$ cat src/rtl/rtc_pkg.sv
package rtc_pkg;
  localparam int FW     = 8;
  localparam int NFIELD = 7;
  localparam int SEL_W  = $clog2(NFIELD + 1);

  typedef enum logic [SEL_W-1:0] {
    SEL_SEC   = 3'd0,
    SEL_MIN   = 3'd1,
    SEL_HOUR  = 3'd2,
    SEL_WDAY  = 3'd3,
    SEL_DATE  = 3'd4,
    SEL_MONTH = 3'd5,
    SEL_YEAR  = 3'd6,
    SEL_NONE  = 3'd7
  } fsel_e;

  function automatic logic [FW-1:0] bcd_inc(input logic [FW-1:0] v);
    if (v[3:0] >= 4'd9) return {v[7:4] + 4'd1, 4'h0};
    else                return {v[7:4], v[3:0] + 4'd1};
  endfunction

  function automatic logic is_leap(input logic [FW-1:0] y);
    logic [6:0] b;
    b = ({3'b0, y[7:4]} * 7'd10) + {3'b0, y[3:0]};
    return b[1:0] == 2'b00;
  endfunction

  function automatic logic [FW-1:0] month_last(input logic [FW-1:0] m, input logic leap);
    case (m)
      8'h02:                      return leap ? 8'h29 : 8'h28;
      8'h04, 8'h06, 8'h09, 8'h11: return 8'h30;
      default:                    return 8'h31;
    endcase
  endfunction

  function automatic logic [FW-1:0] field_mask(input logic [SEL_W-1:0] sel);
    case (sel)
      SEL_SEC, SEL_MIN, SEL_HOUR: return 8'h7F;
      SEL_WDAY:                   return 8'h07;
      SEL_DATE:                   return 8'h3F;
      SEL_MONTH:                  return 8'h1F;
      SEL_YEAR:                   return 8'hFF;
      default:                    return 8'h00;
    endcase
  endfunction
endpackage

$ cat src/rtl/rtc_mod_cnt.sv
module rtc_mod_cnt
  import rtc_pkg::*;
#(
  parameter logic [FW-1:0] LO  = 8'h00,
  parameter logic [FW-1:0] HI  = 8'h59,
  parameter logic [FW-1:0] RST = 8'h00
) (
  input  logic          clk_i,
  input  logic          rst_ni,
  input  logic          inc_i,
  input  logic          ld_i,
  input  logic [FW-1:0] ld_val_i,
  output logic [FW-1:0] val_o,
  output logic          wrap_o
);
  logic [FW-1:0] val_q;

  assign wrap_o = inc_i && (val_q == HI);
  assign val_o  = val_q;

  always_ff @(posedge clk_i or negedge rst_ni) begin
    if (!rst_ni)    val_q <= RST;
    else if (ld_i)  val_q <= ld_val_i;
    else if (inc_i) val_q <= (val_q == HI) ? LO : bcd_inc(val_q);
  end
endmodule

$ cat src/rtl/rtc_hour_cnt.sv
module rtc_hour_cnt
  import rtc_pkg::*;
#(
  parameter logic [FW-1:0] RST = 8'h00
) (
  input  logic          clk_i,
  input  logic          rst_ni,
  input  logic          inc_i,
  input  logic          ld_i,
  input  logic [FW-1:0] ld_val_i,
  output logic [FW-1:0] hour_o,
  output logic          day_o
);
  logic [FW-1:0] hour_q, hour_d, inc12, inc24;
  logic          mode12, pm;

  assign mode12 = hour_q[6];
  assign pm     = hour_q[5];
  assign inc12  = bcd_inc({3'b0, hour_q[4:0]});
  assign inc24  = bcd_inc({2'b0, hour_q[5:0]});

  always_comb begin
    hour_d = hour_q;
    day_o  = 1'b0;
    if (mode12) begin
      if (hour_q[4:0] == 5'h11) begin
        hour_d = {2'b01, ~pm, 5'h12};
        day_o  = inc_i && pm;
      end else if (hour_q[4:0] == 5'h12) begin
        hour_d = {2'b01, pm, 5'h01};
      end else begin
        hour_d = {2'b01, pm, inc12[4:0]};
      end
    end else begin
      if (hour_q[5:0] == 6'h23) begin
        hour_d = 8'h00;
        day_o  = inc_i;
      end else begin
        hour_d = {2'b00, inc24[5:0]};
      end
    end
  end

  always_ff @(posedge clk_i or negedge rst_ni) begin
    if (!rst_ni)    hour_q <= RST;
    else if (ld_i)  hour_q <= ld_val_i;
    else if (inc_i) hour_q <= hour_d;
  end

  assign hour_o = hour_q;
endmodule

$ cat src/rtl/rtc_date_cnt.sv
module rtc_date_cnt
  import rtc_pkg::*;
#(
  parameter logic [FW-1:0] RST_DATE  = 8'h01,
  parameter logic [FW-1:0] RST_MONTH = 8'h01
) (
  input  logic          clk_i,
  input  logic          rst_ni,
  input  logic          inc_i,
  input  logic          leap_i,
  input  logic          ld_date_i,
  input  logic          ld_month_i,
  input  logic [FW-1:0] ld_val_i,
  output logic [FW-1:0] date_o,
  output logic [FW-1:0] month_o,
  output logic          year_inc_o
);
  logic [FW-1:0] date_q, month_q, last;
  logic          mon_wrap;

  assign last       = month_last(month_q, leap_i);
  assign mon_wrap   = inc_i && (date_q == last);
  assign year_inc_o = mon_wrap && (month_q == 8'h12);

  always_ff @(posedge clk_i or negedge rst_ni) begin
    if (!rst_ni)        date_q <= RST_DATE;
    else if (ld_date_i) date_q <= ld_val_i;
    else if (inc_i)     date_q <= mon_wrap ? 8'h01 : bcd_inc(date_q);
  end

  always_ff @(posedge clk_i or negedge rst_ni) begin
    if (!rst_ni)         month_q <= RST_MONTH;
    else if (ld_month_i) month_q <= ld_val_i;
    else if (mon_wrap)   month_q <= (month_q == 8'h12) ? 8'h01 : bcd_inc(month_q);
  end

  assign date_o  = date_q;
  assign month_o = month_q;
endmodule

$ cat src/rtl/rtc_calendar.sv
module rtc_calendar
  import rtc_pkg::*;
#(
  parameter logic [FW-1:0] RST_HOUR  = 8'h00,
  parameter logic [FW-1:0] RST_WDAY  = 8'h01,
  parameter logic [FW-1:0] RST_DATE  = 8'h01,
  parameter logic [FW-1:0] RST_MONTH = 8'h01,
  parameter logic [FW-1:0] RST_YEAR  = 8'h00
) (
  input  logic             clk_i,
  input  logic             rst_ni,
  input  logic             tick_i,
  input  logic             wr_en_i,
  input  logic [SEL_W-1:0] wr_sel_i,
  input  logic [FW-1:0]    wr_data_i,
  output logic [FW-1:0]    sec_o,
  output logic [FW-1:0]    min_o,
  output logic [FW-1:0]    hour_o,
  output logic [FW-1:0]    wday_o,
  output logic [FW-1:0]    date_o,
  output logic [FW-1:0]    month_o,
  output logic [FW-1:0]    year_o
);
  logic [NFIELD-1:0] ld;
  logic [FW-1:0]     wval;
  logic              sec_wrap, min_wrap, day_adv, year_inc, wday_wrap, year_wrap;

  for (genvar i = 0; i < NFIELD; i++) begin : g_ld
    assign ld[i] = wr_en_i && (wr_sel_i == SEL_W'(i));
  end

  assign wval = wr_data_i & field_mask(wr_sel_i);

  rtc_mod_cnt #(.LO(8'h00), .HI(8'h59), .RST(8'h00)) u_sec (
    .clk_i, .rst_ni, .inc_i(tick_i), .ld_i(ld[SEL_SEC]), .ld_val_i(wval),
    .val_o(sec_o), .wrap_o(sec_wrap)
  );

  rtc_mod_cnt #(.LO(8'h00), .HI(8'h59), .RST(8'h00)) u_min (
    .clk_i, .rst_ni, .inc_i(sec_wrap), .ld_i(ld[SEL_MIN]), .ld_val_i(wval),
    .val_o(min_o), .wrap_o(min_wrap)
  );

  rtc_hour_cnt #(.RST(RST_HOUR)) u_hour (
    .clk_i, .rst_ni, .inc_i(min_wrap), .ld_i(ld[SEL_HOUR]), .ld_val_i(wval),
    .hour_o, .day_o(day_adv)
  );

  // weekday shares the day carry but not the date value
  rtc_mod_cnt #(.LO(8'h01), .HI(8'h07), .RST(RST_WDAY)) u_wday (
    .clk_i, .rst_ni, .inc_i(day_adv), .ld_i(ld[SEL_WDAY]), .ld_val_i(wval),
    .val_o(wday_o), .wrap_o(wday_wrap)
  );

  rtc_date_cnt #(.RST_DATE(RST_DATE), .RST_MONTH(RST_MONTH)) u_date (
    .clk_i, .rst_ni, .inc_i(day_adv), .leap_i(is_leap(year_o)),
    .ld_date_i(ld[SEL_DATE]), .ld_month_i(ld[SEL_MONTH]), .ld_val_i(wval),
    .date_o, .month_o, .year_inc_o(year_inc)
  );

  rtc_mod_cnt #(.LO(8'h00), .HI(8'h99), .RST(RST_YEAR)) u_year (
    .clk_i, .rst_ni, .inc_i(year_inc), .ld_i(ld[SEL_YEAR]), .ld_val_i(wval),
    .val_o(year_o), .wrap_o(year_wrap)
  );

  logic unused_wraps;
  assign unused_wraps = wday_wrap ^ year_wrap;
endmodule

$ cat config.mk
export PLATFORM = sky130hd
export DESIGN_NAME = rtc_calendar
export DESIGN_NICKNAME = d
export VERILOG_FILES = /design/src/rtl/rtc_pkg.sv /design/src/rtl/rtc_mod_cnt.sv /design/src/rtl/rtc_hour_cnt.sv /design/src/rtl/rtc_date_cnt.sv /design/src/rtl/rtc_calendar.sv
export SDC_FILE = /design/constraint.sdc
export NUM_CORES = 1
export LEC_CHECK = 0
export ABC_CLOCK_PERIOD_IN_PS = 4000
export CORE_ASPECT_RATIO = 1.4
export CORE_MARGIN = 1.5
export CORE_UTILIZATION = 47
export CTS_CLUSTER_DIAMETER = 30
export DETAILED_ROUTE_END_ITERATION = 7
export PLACE_DENSITY_LB_ADDON = 0.12
export SLEW_MARGIN = 10
export SYNTH_ARGS = -nofsm -noshare
export SYNTH_HDL_FRONTEND = slang
export SYNTH_HIERARCHICAL = 1
export SYNTH_SLANG_ARGS = --single-unit
export TNS_END_PERCENT = 20
$ cat constraint.sdc
create_clock -name clk_i -period 4 [get_ports clk_i]
set_input_delay 0.8 -clock clk_i [delete_from_list [all_inputs] [get_ports clk_i]]
set_output_delay 0.8 -clock clk_i [all_outputs]
set_load 0.01 [all_outputs]
==> qor.csv <==
metric;value;unit
status;complete, no violations;
cts_resized;0;
gp_congestion;0.877;
rr_worst_depth;15;
drv_cap;0;
worst_ep_required_time;4.20;ns
ir_drop;282;µV
worstSetupPathType;reg -> reg;
start_util;48.0;%
drc;0;
hold_class;reg -> reg;
vias;4006;
maxSlewViolCount;0;
fin_tns_setup;0;ns
max_slew_margin;43.6;%
io_pins;71;
critPathArrivalTime;3.50;ns
root_buffer;clkbuf_16;
yosys_warnings;6;
clock_latency;0.30;ns
cts_hold_buf;0;
wirelength;11500;µm
clk_pin_slew;0.07;ns
die_height;116;µm
antenna_left;0;
worst_slew_pin_slew;0.846;ns
numCtsBuffers;5;
post_cts_buffers;0;
rsz0062_at_grt;false;
synthCells;482;
max_freq;303;MHz
critPathMaxFanout;9;
via_per_inst;6.02;
cts_tree;yes;
syn-cell-area;4280;µm²
syn-num-nets;533;
numPlacedInstances;657;
grt_max_degree;36;
layout.cells.non_filler;665;
finalCriticalPeriod;3.31;ns
holdPathEnd;u_hour/hour_o[7]$_DFFE_PN0N_;
nFillCells;877;
fin_nets;608;
die_w;83.7;µm
cts-htree-levels;2;
worstSetupEndpointType;register;
core_area;8930;µm²
die-area;9700;µm²
r2r_slack;0.69;ns
rows;41;
holdPathStages;1;
cellLeakagePower;2.23;nW
grt_pass1_wl;18600;µm
critPathLaunchType;register;
clk_path_buf_depth;2;
antenna_found_initial;0;
numPortBuffers;70;
r2r_end;u_year/val_o[6]$_DFFE_PN0P_;
fin_skew;0.00847;ns
avgSynthCellArea;8.88;µm²
drive_gt1_share;9.68;%
grt_use_total;24.0;%
wl_per_cell;17.3;µm
min_from;u_hour/hour_o[7]$_DFFE_PN0N_;
timing_hold_violations_final;0;
post-route-period-util;82.6;%
dr.pass1.iters;4;
setup_viol;0;
areaGrowthSynthToFinish;23.5;%
drt_iter0_drc;196;
grt_pass1_vias;3837;
n_antenna_cell;0;
hpwl;8310;µm
clock-sinks;56;
power_density;458;nW/µm²
r2r-start;u_min/val_o[1]$_DFFE_PN0P_;
overflow;0;
layout make-up:
type                            count  area [µm²]  area share, %
Multi-Input combinational cell    366        2640           49.8
Sequential cell                    56        1410           26.6
Timing Repair Buffer               84         801           15.1
Inverter                           44         165           3.12
Clock buffer                        8         146           2.77
Tap cell                          107         134           2.53
layout by cell type, fill, tap and decap left out, types with 5 or more instances in the layout:
| master | instances |
|---|---|
| clkdlybuf4s50_1 | 69 |
| dfrtp_1 | 53 |
| nand2_1 | 45 |
| inv_1 | 44 |
| ha_1 | 36 |
| nor2_1 | 27 |
| a21oi_1 | 25 |
| o21ai_0 | 19 |
| buf_4 | 14 |
| nand3_1 | 13 |
| and2_1 | 10 |
| a22oi_1 | 10 |
| nor3_1 | 9 |
| o31ai_1 | 9 |
| nand2b_1 | 8 |
| nand4_1 | 8 |
| o21ai_1 | 7 |
| and3_1 | 7 |
| nor2b_1 | 7 |
| a221oi_1 | 6 |
| clkbuf_16 | 5 |
| or3_1 | 5 |
| a32oi_1 | 5 |
| a31oi_1 | 5 |
| a211oi_1 | 5 |
| o211ai_1 | 5 |
power by group:
group / internal, mW / leakage, nW / switching [mW] / total [mW]
logic: 0.542 / 1.49 / 0.495 / 1.04
clock network: 0.251 / 0.0712 / 0.207 / 0.458
registers: 0.709 / 0.664 / 0.219 / 0.928
sequential cells by signal (all words and copies together), names as in the netlist:
name	flops
u_date/date_o	8
u_date/month_o	8
u_hour/hour_o	8
u_min/val_o	8
u_sec/val_o	8
u_wday/val_o	8
u_year/val_o	8
how the worst max path moves through the flow:
| stage | from | endpoint | slack (ns) | cells past startpoint |
|---|---|---|---|---|
| global route | u_min/val_o[1]$_DFFE_PN0P_ | u_year/val_o[7]$_DFFE_PN0P_ | 0.35 | 15 |
| floorplan | tick_i | u_year/val_o[6]$_DFFE_PN0P_ | 0.12 | 15 |
| finish | u_min/val_o[1]$_DFFE_PN0P_ | u_year/val_o[6]$_DFFE_PN0P_ | 0.69 | 15 |
| global placement | tick_i | u_year/val_o[6]$_DFFE_PN0P_ | 0.50 | 13 |
| detailed placement | tick_i | u_year/val_o[6]$_DFFE_PN0P_ | 0.38 | 13 |
| CTS | u_min/val_o[1]$_DFFE_PN0P_ | u_year/val_o[6]$_DFFE_PN0P_ | 0.68 | 15 |
routing by layer:
layer	vias to the layer above	track usage, %	routed length [µm]
met2	138	41.5	5940
met5	-	0	0
met1	1921	28.9	4510
met4	0	12.0	269
li1	1923	-	-
met3	24	4.42	773
critical path, stage by stage (launching register included):
cell,delay (ns)
dfrtp_1,0.41
inv_1,0.11
ha_1,0.17
nand2_1,0.06
nor4_1,0.43
and3_1,0.26
a21boi_0,0.25
inv_1,0.17
nor2_1,0.19
o2111a_2,0.30
nand2_1,0.08
nor2_1,0.12
buf_4,0.17
a31o_4,0.19
o21ai_1,0.07
a22o_1,0.23
stage by stage:
step / instance area, µm² / hold slack (ns) / worst slack, ns / power (mW) / utilization, %
2_1_floorplan: 4280 / 0.504 / 0.123 / 1.49 / -
3_3_place_gp: 5140 / 0.518 / 0.495 / 1.94 / 57.6
3_5_place_dp: 5140 / 0.501 / 0.379 / 1.97 / 57.6
4_1_cts: 5290 / 0.537 / 0.675 / 2.44 / 59.2
5_1_grt: 5290 / 0.548 / 0.346 / 2.60 / 59.2
6_report: 5290 / 0.535 / 0.694 / 2.42 / 59.2
Note: power is estimated with default switching activity, not from simulation.
